<file path="src/rtl/spi_fe_pkg.sv">
package spi_fe_pkg;
  localparam int SYNC_STAGES = 2;

  typedef enum logic [1:0] {
    MODE_LOW_LEAD  = 2'b00,
    MODE_LOW_TRAIL = 2'b01,
    MODE_HIGH_LEAD = 2'b10,
    MODE_HIGH_TRAIL = 2'b11
  } spi_mode_e;
endpackage

</file>
<file path="src/rtl/spi_fe_sync.sv">
module spi_fe_sync #(
  parameter int W = 1,
  parameter int STAGES = 2,
  parameter logic [W-1:0] RST_VAL = '0
) (
  input  logic         clk,
  input  logic         rst_n,
  input  logic [W-1:0] d,
  output logic [W-1:0] q
);
  logic [W-1:0] chain [STAGES];

  for (genvar s = 0; s < STAGES; s++) begin : g_stage
    always_ff @(posedge clk or negedge rst_n) begin
      if (!rst_n) chain[s] <= RST_VAL;
      else if (s == 0) chain[s] <= d;
      else chain[s] <= chain[(s == 0) ? 0 : s-1];
    end
  end

  assign q = chain[STAGES-1];
endmodule

</file>
<file path="src/rtl/spi_fe_txbuf.sv">
module spi_fe_txbuf #(
  parameter int DATA_W = 8
) (
  input  logic              clk,
  input  logic              rst_n,
  input  logic              tx_valid,
  input  logic [DATA_W-1:0] tx_data,
  output logic              tx_ready,
  input  logic              consume,
  input  logic              clear,
  output logic              hold_full,
  output logic [DATA_W-1:0] hold_data
);
  logic              full_q;
  logic [DATA_W-1:0] data_q;
  logic              accept;

  assign accept    = tx_valid && !full_q;
  assign tx_ready  = !full_q;
  assign hold_full = full_q;
  assign hold_data = data_q;

  always_ff @(posedge clk or negedge rst_n) begin
    if (!rst_n) begin
      full_q <= 1'b0;
      data_q <= '0;
    end else begin
      if (clear) full_q <= 1'b0;
      else if (accept) full_q <= 1'b1;
      else if (consume) full_q <= 1'b0;
      if (accept && !clear) data_q <= tx_data;
    end
  end

  assert_busy_keeps_byte_R5: assert property (@(posedge clk) disable iff (!rst_n)
    (tx_valid && !tx_ready) |=> $stable(hold_data));

  assert_consume_empties_R2: assert property (@(posedge clk) disable iff (!rst_n)
    (consume && !clear) |=> !full_q);
endmodule

</file>
<file path="src/rtl/spi_fe_shifter.sv">
module spi_fe_shifter #(
  parameter int DATA_W = 8,
  parameter bit CPOL = 1'b0,
  parameter bit CPHA = 1'b0
) (
  input  logic              clk,
  input  logic              rst_n,
  input  logic              sclk_s,
  input  logic              csn_s,
  input  logic              mosi_s,
  input  logic              hold_full,
  input  logic [DATA_W-1:0] hold_data,
  output logic              consume,
  output logic              rx_valid,
  output logic [DATA_W-1:0] rx_data,
  output logic              so_o,
  output logic              so_oe,
  output logic              frame_start,
  output logic              frame_end
);
  localparam int CW = (DATA_W > 1) ? $clog2(DATA_W) : 1;
  localparam logic [CW-1:0] LAST = CW'(DATA_W - 1);

  logic              sclk_q, csn_q;
  logic [CW-1:0]     cnt_q;
  logic [DATA_W-1:0] rx_sh, tx_sh, rx_data_q, rx_next, next_tx;
  logic              rx_valid_q, so_oe_q, fs_q, fe_q;
  logic              rise, fall, lead_e, trail_e, sample_e, drive_e;
  logic              sel, cs_fall, cs_rise, load_req;

  always_comb begin
    rise     = sclk_s && !sclk_q;
    fall     = !sclk_s && sclk_q;
    lead_e   = CPOL ? fall : rise;
    trail_e  = CPOL ? rise : fall;
    sample_e = CPHA ? trail_e : lead_e;
    drive_e  = CPHA ? lead_e : trail_e;
    sel      = !csn_s;
    cs_fall  = csn_q && !csn_s;
    cs_rise  = !csn_q && csn_s;
    load_req = sel && ((cs_fall && !CPHA) || (drive_e && cnt_q == '0 && !cs_fall));
    next_tx  = hold_full ? hold_data : '0;
    rx_next  = {rx_sh[DATA_W-2:0], mosi_s};
  end

  assign consume = load_req && hold_full;

  always_ff @(posedge clk or negedge rst_n) begin
    if (!rst_n) begin
      sclk_q     <= CPOL;
      csn_q      <= 1'b1;
      cnt_q      <= '0;
      rx_sh      <= '0;
      tx_sh      <= '0;
      rx_data_q  <= '0;
      rx_valid_q <= 1'b0;
      so_oe_q    <= 1'b0;
      fs_q       <= 1'b0;
      fe_q       <= 1'b0;
    end else begin
      sclk_q     <= sclk_s;
      csn_q      <= csn_s;
      so_oe_q    <= sel;
      fs_q       <= cs_fall;
      fe_q       <= cs_rise;
      rx_valid_q <= 1'b0;
      if (!sel) begin
        cnt_q <= '0;
        rx_sh <= '0;
        tx_sh <= '0;
      end else begin
        if (load_req) tx_sh <= next_tx;
        else if (drive_e) tx_sh <= {tx_sh[DATA_W-2:0], 1'b0};
        if (sample_e) begin
          rx_sh <= rx_next;
          if (cnt_q == LAST) begin
            cnt_q      <= '0;
            rx_valid_q <= 1'b1;
            rx_data_q  <= rx_next;
          end else begin
            cnt_q <= cnt_q + 1'b1;
          end
        end
      end
    end
  end

  assign rx_valid    = rx_valid_q;
  assign rx_data     = rx_data_q;
  assign so_o        = tx_sh[DATA_W-1];
  assign so_oe       = so_oe_q;
  assign frame_start = fs_q;
  assign frame_end   = fe_q;

  assert_strobe_on_wrap_R1: assert property (@(posedge clk) disable iff (!rst_n)
    rx_valid_q |-> (cnt_q == '0));

  assert_abort_clears_count_R9: assert property (@(posedge clk) disable iff (!rst_n)
    fe_q |-> (cnt_q == '0 && !rx_valid_q));

  assert_release_when_idle_R7: assert property (@(posedge clk) disable iff (!rst_n)
    csn_s |=> !so_oe_q);

  assert_pulses_exclusive_R8: assert property (@(posedge clk) disable iff (!rst_n)
    !(fs_q && fe_q));
endmodule

</file>
<file path="src/rtl/spi_target_frontend.sv">
module spi_target_frontend
  import spi_fe_pkg::*;
#(
  parameter int DATA_W = 8,
  parameter bit CPOL = 1'b0,
  parameter bit CPHA = 1'b0
) (
  input  logic              clk,
  input  logic              rst_n,
  input  logic              spi_clk,
  input  logic              spi_sel_n,
  input  logic              spi_mosi,
  output logic              miso_o,
  output logic              miso_oe,
  output logic              rx_valid,
  output logic [DATA_W-1:0] rx_data,
  input  logic              tx_valid,
  output logic              tx_ready,
  input  logic [DATA_W-1:0] tx_data,
  output logic              frame_start,
  output logic              frame_end
);
  localparam spi_mode_e MODE = spi_mode_e'({CPOL, CPHA});

  logic [2:0]        pins_s;
  logic              consume, hold_full, fe_int;
  logic [DATA_W-1:0] hold_data;

  spi_fe_sync #(.W(3), .STAGES(SYNC_STAGES), .RST_VAL({CPOL, 1'b1, 1'b0})) u_sync (
    .clk(clk), .rst_n(rst_n),
    .d({spi_clk, spi_sel_n, spi_mosi}),
    .q(pins_s)
  );

  spi_fe_txbuf #(.DATA_W(DATA_W)) u_txbuf (
    .clk(clk), .rst_n(rst_n),
    .tx_valid(tx_valid), .tx_data(tx_data), .tx_ready(tx_ready),
    .consume(consume), .clear(fe_int),
    .hold_full(hold_full), .hold_data(hold_data)
  );

  spi_fe_shifter #(.DATA_W(DATA_W), .CPOL(MODE[1]), .CPHA(MODE[0])) u_shift (
    .clk(clk), .rst_n(rst_n),
    .sclk_s(pins_s[2]), .csn_s(pins_s[1]), .mosi_s(pins_s[0]),
    .hold_full(hold_full), .hold_data(hold_data), .consume(consume),
    .rx_valid(rx_valid), .rx_data(rx_data),
    .so_o(miso_o), .so_oe(miso_oe),
    .frame_start(frame_start), .frame_end(fe_int)
  );

  assign frame_end = fe_int;
endmodule

</file>
<file path="config.mk">
export PLATFORM = sky130hd
export DESIGN_NAME = spi_target_frontend
export DESIGN_NICKNAME = d
export VERILOG_FILES = /design/src/rtl/spi_fe_pkg.sv /design/src/rtl/spi_fe_sync.sv /design/src/rtl/spi_fe_txbuf.sv /design/src/rtl/spi_fe_shifter.sv /design/src/rtl/spi_target_frontend.sv
export SDC_FILE = /design/constraint.sdc
export NUM_CORES = 1
export LEC_CHECK = 0
export ABC_AREA = 1
export BUFFER_PORTS_ARGS = -buffer_cell sky130_fd_sc_hd__buf_2
export CAP_MARGIN = 0
export CORE_MARGIN = 2
export CORE_UTILIZATION = 55
export DETAILED_ROUTE_END_ITERATION = 8
export GPL_TIMING_DRIVEN = 1
export MAX_ROUTING_LAYER = met4
export PLACE_DENSITY_LB_ADDON = 0.1
export RECOVER_POWER = 100
export SETUP_SLACK_MARGIN = 0.5
export SLEW_MARGIN = 5
export SYNTH_ARGS = -nofsm -noshare
export SYNTH_HDL_FRONTEND = slang
export SYNTH_SLANG_ARGS = --single-unit
</file>
<file path="constraint.sdc">
create_clock -name clk -period 1.45 [get_ports clk]
set_input_delay 0 -clock clk [delete_from_list [all_inputs] [get_ports clk]]
set_output_delay 0 -clock clk [all_outputs]
set_load 0.005 [all_outputs]
</file>
== After elaboration in Yosys (flattened, before gate mapping) ==
Index checks and enable logic that the tools add are counted.

* Output and inout port bits: 14
* Memories kept: 0
* Input port bits: 14
* Bits in latches: 0
* Bits in writable memories: 0
* Memory bits (read-only): 0
* Register bits: 47
* Word-level logic and storage cells: 55

* Multiply operators: 0
* Reductions and logical operators: 23
* Shifts and indexed selects: 0
* Divide/modulo/power cells: 0
* Multiplexer cells: 15
* Magnitude comparators: 0
* Equal/unequal tests: 1
* Add/subtract/negate cells: 1
* Bitwise gates (word level): 1

{| class="wikitable"
|+ Operators with widths
! kind !! count
|-
| $mux W8 || 4
|-
| $mux W7 || 2
|-
| $logic_and A1 B1 Y1 || 10
|-
| $mux W3 || 3
|-
| $logic_not A1 Y1 || 7
|-
| $mux W1 || 6
|-
| $reduce_bool A3 Y1 || 2
|-
| $add A3 B1 Y3 const B || 1
|-
| $eq A3 B3 Y1 const B || 1
|-
| $logic_not A3 Y1 || 1
|-
| $reduce_and A3 Y1 || 1
|-
| $reduce_bool A2 Y1 || 1
|-
| $logic_or A1 B1 Y1 || 1
|-
| $not A1 Y1 || 1
|}

== Logic depth before layout (Yosys ltp) ==
Gate-level depths: netlist of run 1.

* Depth after elaboration: 10
* Depth in mapped cells: 10

== Modules after synthesis ==
A second synthesis of run 1 with hierarchy kept.

* Cell total of the unflattened synthesis: 198
* Area total of the unflattened synthesis: 1940.6 µm²

{| class="wikitable"
|+ Modules (own cells, without submodules)
! module !! area an instance (µm²) !! times used !! cells an instance !! seq. area each (µm²)
|-
| spi_fe_shifter || 1396.3 || 1 || 149 || 802.0
|-
| spi_fe_txbuf || 369.1 || 1 || 40 || 225.2
|-
| spi_fe_sync || 175.2 || 1 || 9 || 152.6
|}

== Least setup slack after synthesis of run 1 ==
Ideal clock, no wire load.

* Path kind: reg-to-reg
* Start point: register u_shift.cnt_q[0]
* End point: register u_txbuf.full_q, in the netlist u_txbuf.hold_full
* Stages on the path, launching flop included: 10
* Data arrival time: 1.109 ns
* Library setup time: 0.123 ns
* Period minus slack after synthesis: 1.232 ns
* Required time: 1.327 ns
* Path slack: 0.218 ns
* Cell sequence: dfrtp_1 -> inv_1 -> ha_1 -> inv_1 -> nor2_1 -> nand2_2 -> nand2_2 -> nand2_1 -> nand3_1 -> nand2_1

* Longest elaborated chain between the ends: 7

{| class="wikitable"
|+ RTL lines
! item !! line !! text
|-
| start: declaration || spi_fe_shifter.sv:25 || <nowiki>logic [CW-1:0] cnt_q;</nowiki>
|-
| start signal: assignment || spi_fe_shifter.sv:81 || <nowiki>cnt_q <= cnt_q + 1'b1;</nowiki>
|-
| $logic_not A3 Y1 || spi_fe_shifter.sv:41 || <nowiki>load_req = sel && ((cs_fall && !CPHA) || (drive_e && cnt_q == '0 && !cs_fall));</nowiki>
|-
| $logic_and A1 B1 Y1 (2 in a row) || spi_fe_shifter.sv:41 ||
|-
| $logic_or A1 B1 Y1 || spi_fe_shifter.sv:41 ||
|-
| $logic_and A1 B1 Y1 || spi_fe_shifter.sv:41 ||
|-
| $logic_and A1 B1 Y1 || spi_fe_shifter.sv:46 || <nowiki>assign consume = load_req && hold_full;</nowiki>
|-
| $reduce_bool A3 Y1 (no source line) || - ||
|-
| end signal: assignment || spi_fe_txbuf.sv:28 || <nowiki>if (clear) full_q <= 1'b0;</nowiki>
|-
| end signal: assignment || spi_fe_txbuf.sv:29 || <nowiki>else if (accept) full_q <= 1'b1;</nowiki>
|-
| end signal: assignment || spi_fe_txbuf.sv:30 || <nowiki>else if (consume) full_q <= 1'b0;</nowiki>
|-
| end: declaration || spi_fe_txbuf.sv:14 || <nowiki>logic full_q;</nowiki>
|}

Every way passes these cells.
A chain may end at the register's enable or synchronous reset.

== Worst setup path after layout of run 1 ==
* Start point: register u_shift.cnt_q[0]
* End point: register u_shift.rx_data_q[1], in the netlist u_shift.rx_data[1]

* Longest elaborated chain between the ends: 2

{| class="wikitable"
|+ RTL lines
! item !! line !! text
|-
| $eq A3 B3 Y1 || spi_fe_shifter.sv:76 || <nowiki>if (cnt_q == LAST) begin</nowiki>
|-
| $reduce_and A3 Y1 (no source line) || - ||
|-
| end signal: assignment || spi_fe_shifter.sv:79 || <nowiki>rx_data_q <= rx_next;</nowiki>
|-
| end: declaration || spi_fe_shifter.sv:26 || <nowiki>logic [DATA_W-1:0] rx_sh, tx_sh, rx_data_q, rx_next, next_tx;</nowiki>
|}

Every way passes these cells.

==> results of run 1 <==
-- power groups by stage --
stage / Clock (mW) / Combinational, mW / Sequential [mW]
detailed placement: 0 / 0.324 / 1.53
global route: 0.741 / 0.753 / 1.53
CTS: 0.656 / 0.536 / 1.50
global placement: 0 / 0.314 / 1.53
floorplan: 0 / 0.247 / 1.50
finish: 0.673 / 0.718 / 1.52
-- placed cells by master, fill, tap and decap left out, types with 2 or more instances in the layout --
cell and count:
sky130_fd_sc_hd__dfrtp_1 43, sky130_fd_sc_hd__nand2_1 36, sky130_fd_sc_hd__buf_2 24, sky130_fd_sc_hd__buf_4 24, sky130_fd_sc_hd__buf_6 22, sky130_fd_sc_hd__inv_1 18
sky130_fd_sc_hd__nand3_2 12, sky130_fd_sc_hd__dlygate4sd3_1 12, sky130_fd_sc_hd__o21ai_2 11, sky130_fd_sc_hd__nand2_2 9, sky130_fd_sc_hd__mux2_4 8, sky130_fd_sc_hd__inv_2 7
sky130_fd_sc_hd__nand2_4 7, sky130_fd_sc_hd__nand4_1 7, sky130_fd_sc_hd__clkbuf_4 6, sky130_fd_sc_hd__nor2_4 5, sky130_fd_sc_hd__buf_12 5, sky130_fd_sc_hd__nand2_8 4
sky130_fd_sc_hd__nand3_4 3, sky130_fd_sc_hd__o21ai_1 3, sky130_fd_sc_hd__ha_4 3, sky130_fd_sc_hd__clkinv_4 2, sky130_fd_sc_hd__inv_4 2, sky130_fd_sc_hd__nor2_1 2
sky130_fd_sc_hd__nand3_1 2, sky130_fd_sc_hd__clkbuf_1 2, sky130_fd_sc_hd__dfstp_2 2
-- worst paths after layout --
kind / endpoint / cells after the start
hold / removal: u_txbuf.hold_data[2] / 3
min in group asynchronous: u_shift.cnt_q[0] / 2
setup reg to reg: u_shift.rx_data[1] / 7
max in group asynchronous: u_sync.chain[4] / 3
setup / recovery: u_shift.rx_data[1] / 7
hold reg to reg: u_sync.q[1] / 0
-- logic make-up (layout without fill, tap and decap cells) --
family,count (synthesis),after routing,share of synthesized area (%)
mux,8,8,4.54
simple gates,87,89,21.3
flops,47,47,59.5
fa+ha+maj,3,3,1.89
buf+inv,33,127,6.94
compound gates,18,18,5.87
-- registers in the layout (all words and copies together), names as in the netlist --
register,count
u_shift.cnt_q,3
u_shift.csn_q,1
u_shift.frame_end,1
u_shift.frame_start,1
u_shift.rx_data,8
u_shift.rx_sh,7
u_shift.rx_valid,1
u_shift.sclk_q,1
u_shift.so_oe,1
u_shift.tx_sh,8
u_sync.chain,3
u_sync.q,3
u_txbuf.hold_data,8
u_txbuf.hold_full,1
-- routing by layer --
metal / part of all wire, % / up-vias / global-route usage (%)
met5: 0 / - / -
met1: 36 / 956 / 34.8
li1: - / 819 / -
met3: 6.9 / 52 / 8.10
met4: 7.7 / 0 / 16.8
met2: 49 / 138 / 51.4
-- layout make-up --
class                      instances  area share, %
clock buffer                       5           1.17
clock inverter                     3          0.701
inverter                          29           3.81
multi-input combinational        118           31.4
tap                               46           1.79
sequential                        47           36.7
timing repair buffer              90           24.4
-- worst max-delay path, stage by stage, from the launching register on --
cell	delay (ns)
sky130_fd_sc_hd__dfrtp_1	0.44
sky130_fd_sc_hd__buf_4	0.15
sky130_fd_sc_hd__buf_6	0.11
sky130_fd_sc_hd__ha_4	0.16
sky130_fd_sc_hd__ha_4	0.21
sky130_fd_sc_hd__nand2_8	0.13
sky130_fd_sc_hd__buf_6	0.12
sky130_fd_sc_hd__o21ai_4	0.05
-- timing repair --
action                                  CTS  global route
pin swaps                                10            14
gates resized for setup                  64            44
hold buffers                             12             0
hold endpoints to repair                 55             0
endpoints found under the setup margin   39            45
gates cloned                              2             0
buffers inserted                         29            19
-- stage by stage --
stage | hold slack, ns | cells | power (mW) | setup slack, ns
global route | 0.0418 | 338 | 3.02 | -0.0660
floorplan | -0.296 | 196 | 1.74 | 0.260
finish | 0.0594 | 338 | 2.91 | -0.0454
global placement | -0.0242 | 268 | 1.84 | 0.153
CTS | 0.0245 | 319 | 2.70 | 0.126
detailed placement | -0.0141 | 268 | 1.86 | 0.0904
==> results.cfg, run 1 <==
[outcome]
run_status = complete, but fails checks
violations = setup timing

[power]
internal_power_mw = 1.98
power.clock.fraction_pct = 23.1
power_switching_share_pct = 31.9
share_comb_of_total_power_pct = 24.6
peakVddDrop_mv = 0.870
total_switching_power_uw = 927
seq_power_share_pct = 52.2
power.density_nw_per_um2 = 906
power.leakage_nw = 1.62

[floorplan]
die-area_sq_um = 4100
core_sq_um = 3390
floorplan.die.width_um = 64.0
io_pins = 28
num_rows = 21
die_y_um = 64.0
initial_core_util_pct = 58.5

[synthesis]
postSynth.topFlopCell = sky130_fd_sc_hd__dfrtp_1
yosys_register_bits = 47
post-synth-top-count-cell = sky130_fd_sc_hd__nand2_1
synthesis.instances = 196
syn_area_sq_um = 1980
mapped_avg_cell_area_sq_um = 10.1
synth_area_leaders = sky130_fd_sc_hd__dfrtp_1 (56%), sky130_fd_sc_hd__nand2_1 (9.5%), sky130_fd_sc_hd__inv_1 (4.9%), sky130_fd_sc_hd__mux2_2 (4.5%), sky130_fd_sc_hd__dfstp_2 (4.0%)
synth_warnings = 0
portion_of_the_post_synthesis_area_used_by_sequential_elements_pct = 59.5
synth_fp_nets = 213
synth.lib_cells_used.distinct = 24
yosysTopAreaCellShare_pct = 55.5
ranking_of_synthesized_cells_by_instance_count = sky130_fd_sc_hd__nand2_1 (50), sky130_fd_sc_hd__dfrtp_1 (44), sky130_fd_sc_hd__inv_1 (26)
synth-async-reset-ratio_pct = 100
synth_edf_count = 0
cell_type_with_the_highest_aggregate_area_in_the_netlist = sky130_fd_sc_hd__dfrtp_1

[timing]
skew_ns = 0.0163
fin_crit_ns = 1.50
min_period_over_period_pct = 103
report.final.setup_viol = 6
grt_setup_unrepaired = true
max_slew_margin_pct = 22.1
post-route-worst-setup-slack_ns = -0.0454
fin_setup_tns_ns = -0.140
finalMaxSlewViolations = 0
hold_viol_final = 0
timing.fmax_mhz = 669
worst-slew-pin-transition_ns = 1.17

[grt]
wire_length_of_the_first_global_routing_pass_mm = 9.20
largest_net_degree_at_the_start_of_global_routing = 29
grt_antenna_before_repair = 0
grt_remaining_overflow = 0
grt_util_all_layers_pct = 31.3
number_of_global_route_vias_before_repair = 1822

[setup_path]
critical_path.endpoint_type = flip-flop
r2r_slack_ns = -0.05
worst_r2r_startpoint = u_shift.cnt_q[0]
arrival_ns = 1.77
cp-startpoint = u_shift.cnt_q[0]
cp.required_ns = 1.72
critPathMaxFanout = 8
kind_of_launch_point_of_the_worst_setup_path = flip-flop
crit_path_category = reg -> reg

[clocking]
clock_transition_at_the_registers_of_the_reported_paths_ns = 0.16
clk-insertion-delay-late_ns = 0.39
clock_tree.root_cell = sky130_fd_sc_hd__clkbuf_4
clock_tree.htree_level_count = 2
cts_sinks = 47
cts_tree = yes
numCtsBuffers = 5
clock_tree.buffer_depth = 2

[final_layout]
n_fill_cell = 88
layout.area.seq_sq_um = 1180
antenna-diode-count = 0
postLayoutCellArea_sq_um = 3210
area.growth.synth_to_final_pct = 62.1
drive_gt1_share_pct = 55.8
postLayoutCoreUtil_pct = 94.8
nNetsFinal = 308
multi_input_combinational_cell_area_sq_um = 1010

[detailed_routing]
detail_route.wl_per_cell_um = 22.2
detailedRoute.firstIterationViolations = 226
ant_nets = 0
routed_wl_mm = 7.51
drc = 0
drt_pass1_iterations = 5
route.detailed.vias_per_inst = 5.81
route.vias.total = 1965

[place]
post_dp_cell_area_sq_um = 2210
portBuffers = 27
gp_routability_congestion = 0.848
place_hpwl_mm = 2.52

[hold_path]
startpoint_of_the_worst_hold_path = tx_valid
hold_path.class = in -> reg

[run]
maxCapViolCount = 0
(Power assumes the default switching activity.)
==> run 2: changes to the inputs <==
--- a/config.mk
+++ b/config.mk
@@ -15,7 +15,7 @@
 export MAX_ROUTING_LAYER = met4
 export PLACE_DENSITY_LB_ADDON = 0.1
 export RECOVER_POWER = 100
-export SETUP_SLACK_MARGIN = 0.5
+export SETUP_SLACK_MARGIN = 0.05
 export SLEW_MARGIN = 5
 export SYNTH_ARGS = -nofsm -noshare
 export SYNTH_HDL_FRONTEND = slang
==> run 2 against run 1 <==
Against the previous run:
- the flow now finishes without violations
- non-clock buffer count fell by 38
- sequential cell count did not move
- sequential power barely moved
- sequential share of layout area rose by 11 points
- critical path type unchanged
- critical endpoint is now u_shift.tx_sh[3]
==> results.cfg, run 2 (synthesized netlist as in run 1, its figures left out) <==
[floorplan]
initial_core_util_pct = 58.5
floorplan.die.width_um = 64.0
num_rows = 21
io_pins = 28
die_y_um = 64.0
die-area_sq_um = 4100
core_sq_um = 3390

[detailed_routing]
route.vias.total = 1468
drc = 0
detailedRoute.firstIterationViolations = 70
detail_route.wl_per_cell_um = 12.3
ant_nets = 0
routed_wl_mm = 3.68
drt_pass1_iterations = 4
route.detailed.vias_per_inst = 4.93

[clocking]
clock_tree.buffer_depth = 2
clock_tree.htree_level_count = 2
numCtsBuffers = 5
cts_sinks = 47
clk-insertion-delay-late_ns = 0.36
clock_tree.root_cell = sky130_fd_sc_hd__clkbuf_4
cts_tree = yes
clock_transition_at_the_registers_of_the_reported_paths_ns = 0.13

[timing]
max_slew_margin_pct = 31.9
worst-slew-pin-transition_ns = 1.02
grt_setup_unrepaired = true
fin_crit_ns = 1.34
whs_ns = 0.140
skew_ns = 0.00673
finalMaxSlewViolations = 0
min_period_over_period_pct = 92.1
hold_viol_final = 0
post-route-worst-setup-slack_ns = 0.114
fin_setup_tns_ns = 0
timing.fmax_mhz = 749
report.final.setup_viol = 0

[grt]
grt_antenna_before_repair = 0
wire_length_of_the_first_global_routing_pass_mm = 6.22
number_of_global_route_vias_before_repair = 1383
grt_util_all_layers_pct = 20.4
grt_remaining_overflow = 0
largest_net_degree_at_the_start_of_global_routing = 31

[setup_path]
worstPathBufferInverterCount = 3
crit_path_category = reg -> reg
critical_path.max_stage_delay_ns = 0.43
critPathMostFrequentCell = sky130_fd_sc_hd__nand2_1
cp.required_ns = 1.72
cp_top_family = flip-flops
path_cells = inv_2 -> ha_4 -> inv_2 -> nor2_4 -> nand2_4 -> clkbuf_4 -> nand4_1 -> nand2_1 -> nand2_1 -> nand2_1
kind_of_launch_point_of_the_worst_setup_path = flip-flop
arrival_ns = 1.61
cpMaxStageDelayCell = sky130_fd_sc_hd__dfrtp_1
critical_path.endpoint_type = flip-flop
critPathMaxFanout = 8

[final_layout]
layout.area.seq_sq_um = 1180
drive_gt1_share_pct = 28.6
multi_input_combinational_cell_area_sq_um = 691
antenna-diode-count = 0
area.growth.synth_to_final_pct = 24.7
mostFrequentLayoutCells = sky130_fd_sc_hd__nand2_1 (51), sky130_fd_sc_hd__dfrtp_1 (44), sky130_fd_sc_hd__inv_1 (23), sky130_fd_sc_hd__buf_2 (19), sky130_fd_sc_hd__nand3_1 (13)
nNetsFinal = 268
layout.cells.most_common = sky130_fd_sc_hd__nand2_1
n_fill_cell = 249

[place]
detailedPlace.worstSlack_ns = 0.0607
place_hpwl_mm = 2.48
gp_routability_congestion = 0.854
portBuffers = 27

[power]
power.leakage_nw = 1.30
peakVddDrop_mv = 1.20
power.density_nw_per_um2 = 1080

[run]
maxCapViolCount = 0

[outcome]
run_status = finished clean

[hold_path]
hold_path.class = in -> reg
==> run 2: cell types whose count changed in the layout (fill, tap and decap cells not counted), moves of 6 or more <==
cell	change
sky130_fd_sc_hd__nand2_1	+15
sky130_fd_sc_hd__o21ai_0	+9
sky130_fd_sc_hd__buf_6	-22
sky130_fd_sc_hd__o21ai_2	-6
sky130_fd_sc_hd__mux2_4	-8
sky130_fd_sc_hd__nand3_2	-9
sky130_fd_sc_hd__nand2_2	-8
sky130_fd_sc_hd__mux2_2	+8
sky130_fd_sc_hd__nand3_1	+11
sky130_fd_sc_hd__clkbuf_1	+7
sky130_fd_sc_hd__buf_4	-16
==> run 2: through the flow <==
step,area [sq um],power (mW),std cells,utilization (%)
floorplan,1980,1.72,196,-
global placement,2210,1.83,271,65.1
detailed placement,2210,1.85,271,65.1
CTS,2410,2.66,291,71.2
global route,2470,2.79,298,72.9
finish,2470,2.66,298,72.9
==> run 2: path summary, 6_finish.rpt <==
kind	depth (start not counted)	slack [ns]	endpoint	startpoint
max	10	0.11	u_shift.tx_sh[3]	u_shift.cnt_q[0]
min	3	0.14	u_txbuf.hold_full	tx_valid
max reg2reg	10	0.11	u_shift.tx_sh[3]	u_shift.cnt_q[0]
min reg2reg	0	0.36	u_sync.q[2]	u_sync.chain[5]
max in group asynchronous	3	0.39	u_sync.chain[4]	rst_n
min in group asynchronous	2	0.31	u_shift.rx_data[7]	rst_n
==> run 2: area by class of cell <==
class,count,area share (%)
timing repair buffer,52,14.2
tap,46,2.33
inverter,29,4.50
clock buffer,5,1.52
clock inverter,3,1.77
sequential,47,47.7
multi-input combinational,116,27.9
==> run 2: repair_timing <==
action | in CTS | in global routing
hold buffers | 12 | 0
pin swaps | 1 | 7
setup endpoints to repair | 6 | 10
hold endpoints to repair | 55 | 0
resized for setup | 1 | 11
setup buffers | 0 | 7
==> run 2: where the power goes <==
| part | internal (mW) | switching, mW |
|---|---|---|
| Combinational | 0.181 | 0.201 |
| Clock | 0.363 | 0.423 |
| Sequential | 1.43 | 0.0655 |
==> run 2: routing by layer <==
layer  global-route usage (%)  routed length [um]
met5                        -                   0
met4                     5.71                  48
met3                     6.51                 177
met2                     29.3                1700
met1                     27.9                1750
==> run 2: tightest hold or removal path, cell delays in order <==
cell                      delay, ns
sky130_fd_sc_hd__buf_2         0.10
sky130_fd_sc_hd__nand3_1       0.30
sky130_fd_sc_hd__nand2_1       0.09
==> run 3: changes to the inputs <==
--- a/config.mk
+++ b/config.mk
@@ -12,7 +12,6 @@
 export CORE_UTILIZATION = 55
 export DETAILED_ROUTE_END_ITERATION = 8
 export GPL_TIMING_DRIVEN = 1
-export MAX_ROUTING_LAYER = met4
 export PLACE_DENSITY_LB_ADDON = 0.1
 export RECOVER_POWER = 100
 export SETUP_SLACK_MARGIN = 0.05
==> run 3 against run 2 <==
Against the previous run:
- sequential share of layout area unchanged
- register-to-register slack about the same
- maximum frequency increased by 0.28%
- worst setup slack improved by 0.0038 ns
- power increased by 0.20%
- first-iteration DRC count decreased by 5.7%
- final cell count unchanged
- die area unchanged
- clock-buffer cell count unchanged
- global-route usage decreased by 0.56 points
- highest routed layer unchanged
==> results.cfg, run 3 (synthesized netlist as in run 1, its figures left out) <==
[timing]
grt_setup_unrepaired = true
hold_viol_final = 0
fin_crit_ns = 1.33
max_slew_margin_pct = 30.4
report.final.setup_viol = 0
finalMaxSlewViolations = 0
skew_ns = 0.00770
worst-slew-pin-transition_ns = 1.04
fin_setup_tns_ns = 0
whs_ns = 0.136
min_period_over_period_pct = 91.9
timing.fmax_mhz = 751

[setup_path]
worstPathBufferInverterCount = 3
r2r_slack_ns = 0.12
critPathMostFrequentCell = sky130_fd_sc_hd__nand2_1
r2r_end = u_shift.tx_sh[3]
critical_path.max_stage_delay_ns = 0.43
crit_path_category = reg -> reg
critical_path.endpoint_type = flip-flop
critPathMaxFanout = 8
cpMaxStageDelayCell = sky130_fd_sc_hd__dfrtp_1
kind_of_launch_point_of_the_worst_setup_path = flip-flop
cp_top_family = flip-flops
path_cells = inv_2 -> ha_4 -> inv_2 -> nor2_4 -> nand2_4 -> clkbuf_4 -> nand4_1 -> nand2_1 -> nand2_1 -> nand2_1
worst_r2r_startpoint = u_shift.cnt_q[0]
arrival_ns = 1.61
length_in_cells_of_the_worst_reg_to_reg_path = 10
cp.required_ns = 1.73

[final_layout]
n_fill_cell = 249
area.growth.synth_to_final_pct = 24.7
nNetsFinal = 268
mostFrequentLayoutCells = sky130_fd_sc_hd__nand2_1 (51), sky130_fd_sc_hd__dfrtp_1 (44), sky130_fd_sc_hd__inv_1 (23), sky130_fd_sc_hd__buf_2 (19), sky130_fd_sc_hd__nand3_1 (13)
drive_gt1_share_pct = 28.6
antenna-diode-count = 0
postLayoutCoreUtil_pct = 72.9
layout.cells.most_common = sky130_fd_sc_hd__nand2_1
postLayoutCellArea_sq_um = 2470

[floorplan]
die-area_sq_um = 4100
io_pins = 28
core_sq_um = 3390
num_rows = 21
die_y_um = 64.0
floorplan.die.width_um = 64.0
initial_core_util_pct = 58.5

[detailed_routing]
drc = 0
m1WireLength_mm = 1.76
detailedRoute.firstIterationViolations = 66
routed_wl_mm = 3.70
route.met3.wl_um = 186
route.detailed.vias_per_inst = 4.90
detail_route.wl_per_cell_um = 12.4
route.vias.total = 1460
drt_pass1_iterations = 4
top_layer = met4
ant_nets = 0
wl_met2_mm = 1.71

[clocking]
cts_sinks = 47
clock_tree.htree_level_count = 2
clock_transition_at_the_registers_of_the_reported_paths_ns = 0.14
cts_tree = yes
clock_tree.buffer_depth = 2
clk-insertion-delay-late_ns = 0.37
clock_tree.root_cell = sky130_fd_sc_hd__clkbuf_4
numCtsBuffers = 5

[hold_path]
hold-path-endpoint = u_txbuf.hold_full
hold_path.class = in -> reg
startpoint_of_the_worst_hold_path = tx_valid
holdPathStages = 3

[grt]
wire_length_of_the_first_global_routing_pass_mm = 6.22
largest_net_degree_at_the_start_of_global_routing = 31
grt_antenna_before_repair = 0
grt_remaining_overflow = 0
grt_util_all_layers_pct = 19.8
number_of_global_route_vias_before_repair = 1383

[run]
maxCapViolCount = 0

[place]
post_dp_cell_area_sq_um = 2210
place_hpwl_mm = 2.48
portBuffers = 27
gp_routability_congestion = 0.841

[power]
power.density_nw_per_um2 = 1080
peakVddDrop_mv = 1.21
power.leakage_nw = 1.30

[outcome]
run_status = finished clean
-- run 3: cell counts in the layout (fill, tap and decap cells not counted) --
No cell type changed its count.
-- run 3: how the worst max path moves through the flow --
stage / startpoint / to / slack, ns / depth (start not counted)
floorplan: u_shift.cnt_q[0] / u_txbuf.hold_full / 0.22 / 9
global placement: u_shift.cnt_q[0] / u_shift.tx_sh[4] / 0.12 / 10
detailed placement: u_shift.cnt_q[0] / u_shift.tx_sh[7] / 0.06 / 8
CTS: u_shift.cnt_q[0] / u_shift.tx_sh[7] / 0.05 / 8
global route: u_shift.cnt_q[0] / u_shift.tx_sh[6] / 0.02 / 10
finish: u_shift.cnt_q[0] / u_shift.tx_sh[3] / 0.12 / 10
-- run 3: layout make-up --
cell class | instances | area [sq um] | area share, %
Clock buffer | 5 | 37.5 | 1.52
Sequential cell | 47 | 1180 | 47.7
Timing Repair Buffer | 52 | 352 | 14.2
Multi-Input combinational cell | 116 | 691 | 27.9
Clock inverter | 3 | 43.8 | 1.77
Tap cell | 46 | 57.6 | 2.33
Inverter | 29 | 111 | 4.50
-- run 3: layer usage --
layer	up-vias	GRT usage, %
li1	731	-
met5	-	0
met4	0	5.71
met3	6	6.69
met2	39	29.3
met1	684	27.8
-- run 3: through the flow --
stage                     instances  worst slack (ns)  total power [mW]
after detailed placement        271            0.0607              1.85
after global placement          271             0.121              1.83
after floorplan                 196             0.218              1.72
after global routing            298            0.0212              2.79
after CTS                       291            0.0534              2.66
final                           298             0.118              2.66
-- run 3: report_power, final --
group	internal, mW	total, mW	switching (mW)	leakage [nW]
Sequential	1.43	1.49	0.0656	0.606
Clock	0.363	0.790	0.427	0.0452
Combinational	0.181	0.382	0.201	0.652
Total	1.97	2.66	0.694	1.30
-- run 3: timing repair --
| item | 4_1_cts | 5_1_grt |
|---|---|---|
| hold buffers | 12 | 0 |
| resized for setup | 1 | 11 |
| hold endpoints to repair | 55 | 0 |
| pin swaps | 1 | 7 |
| endpoints found under the setup margin | 6 | 10 |
| setup buffers | 0 | 7 |
-- run 3: tightest hold or removal path, delay by kind of cell --
family,cells,cell delay [ns]
buffers and inverters,1,0.10
and+or+nand+nor,2,0.39
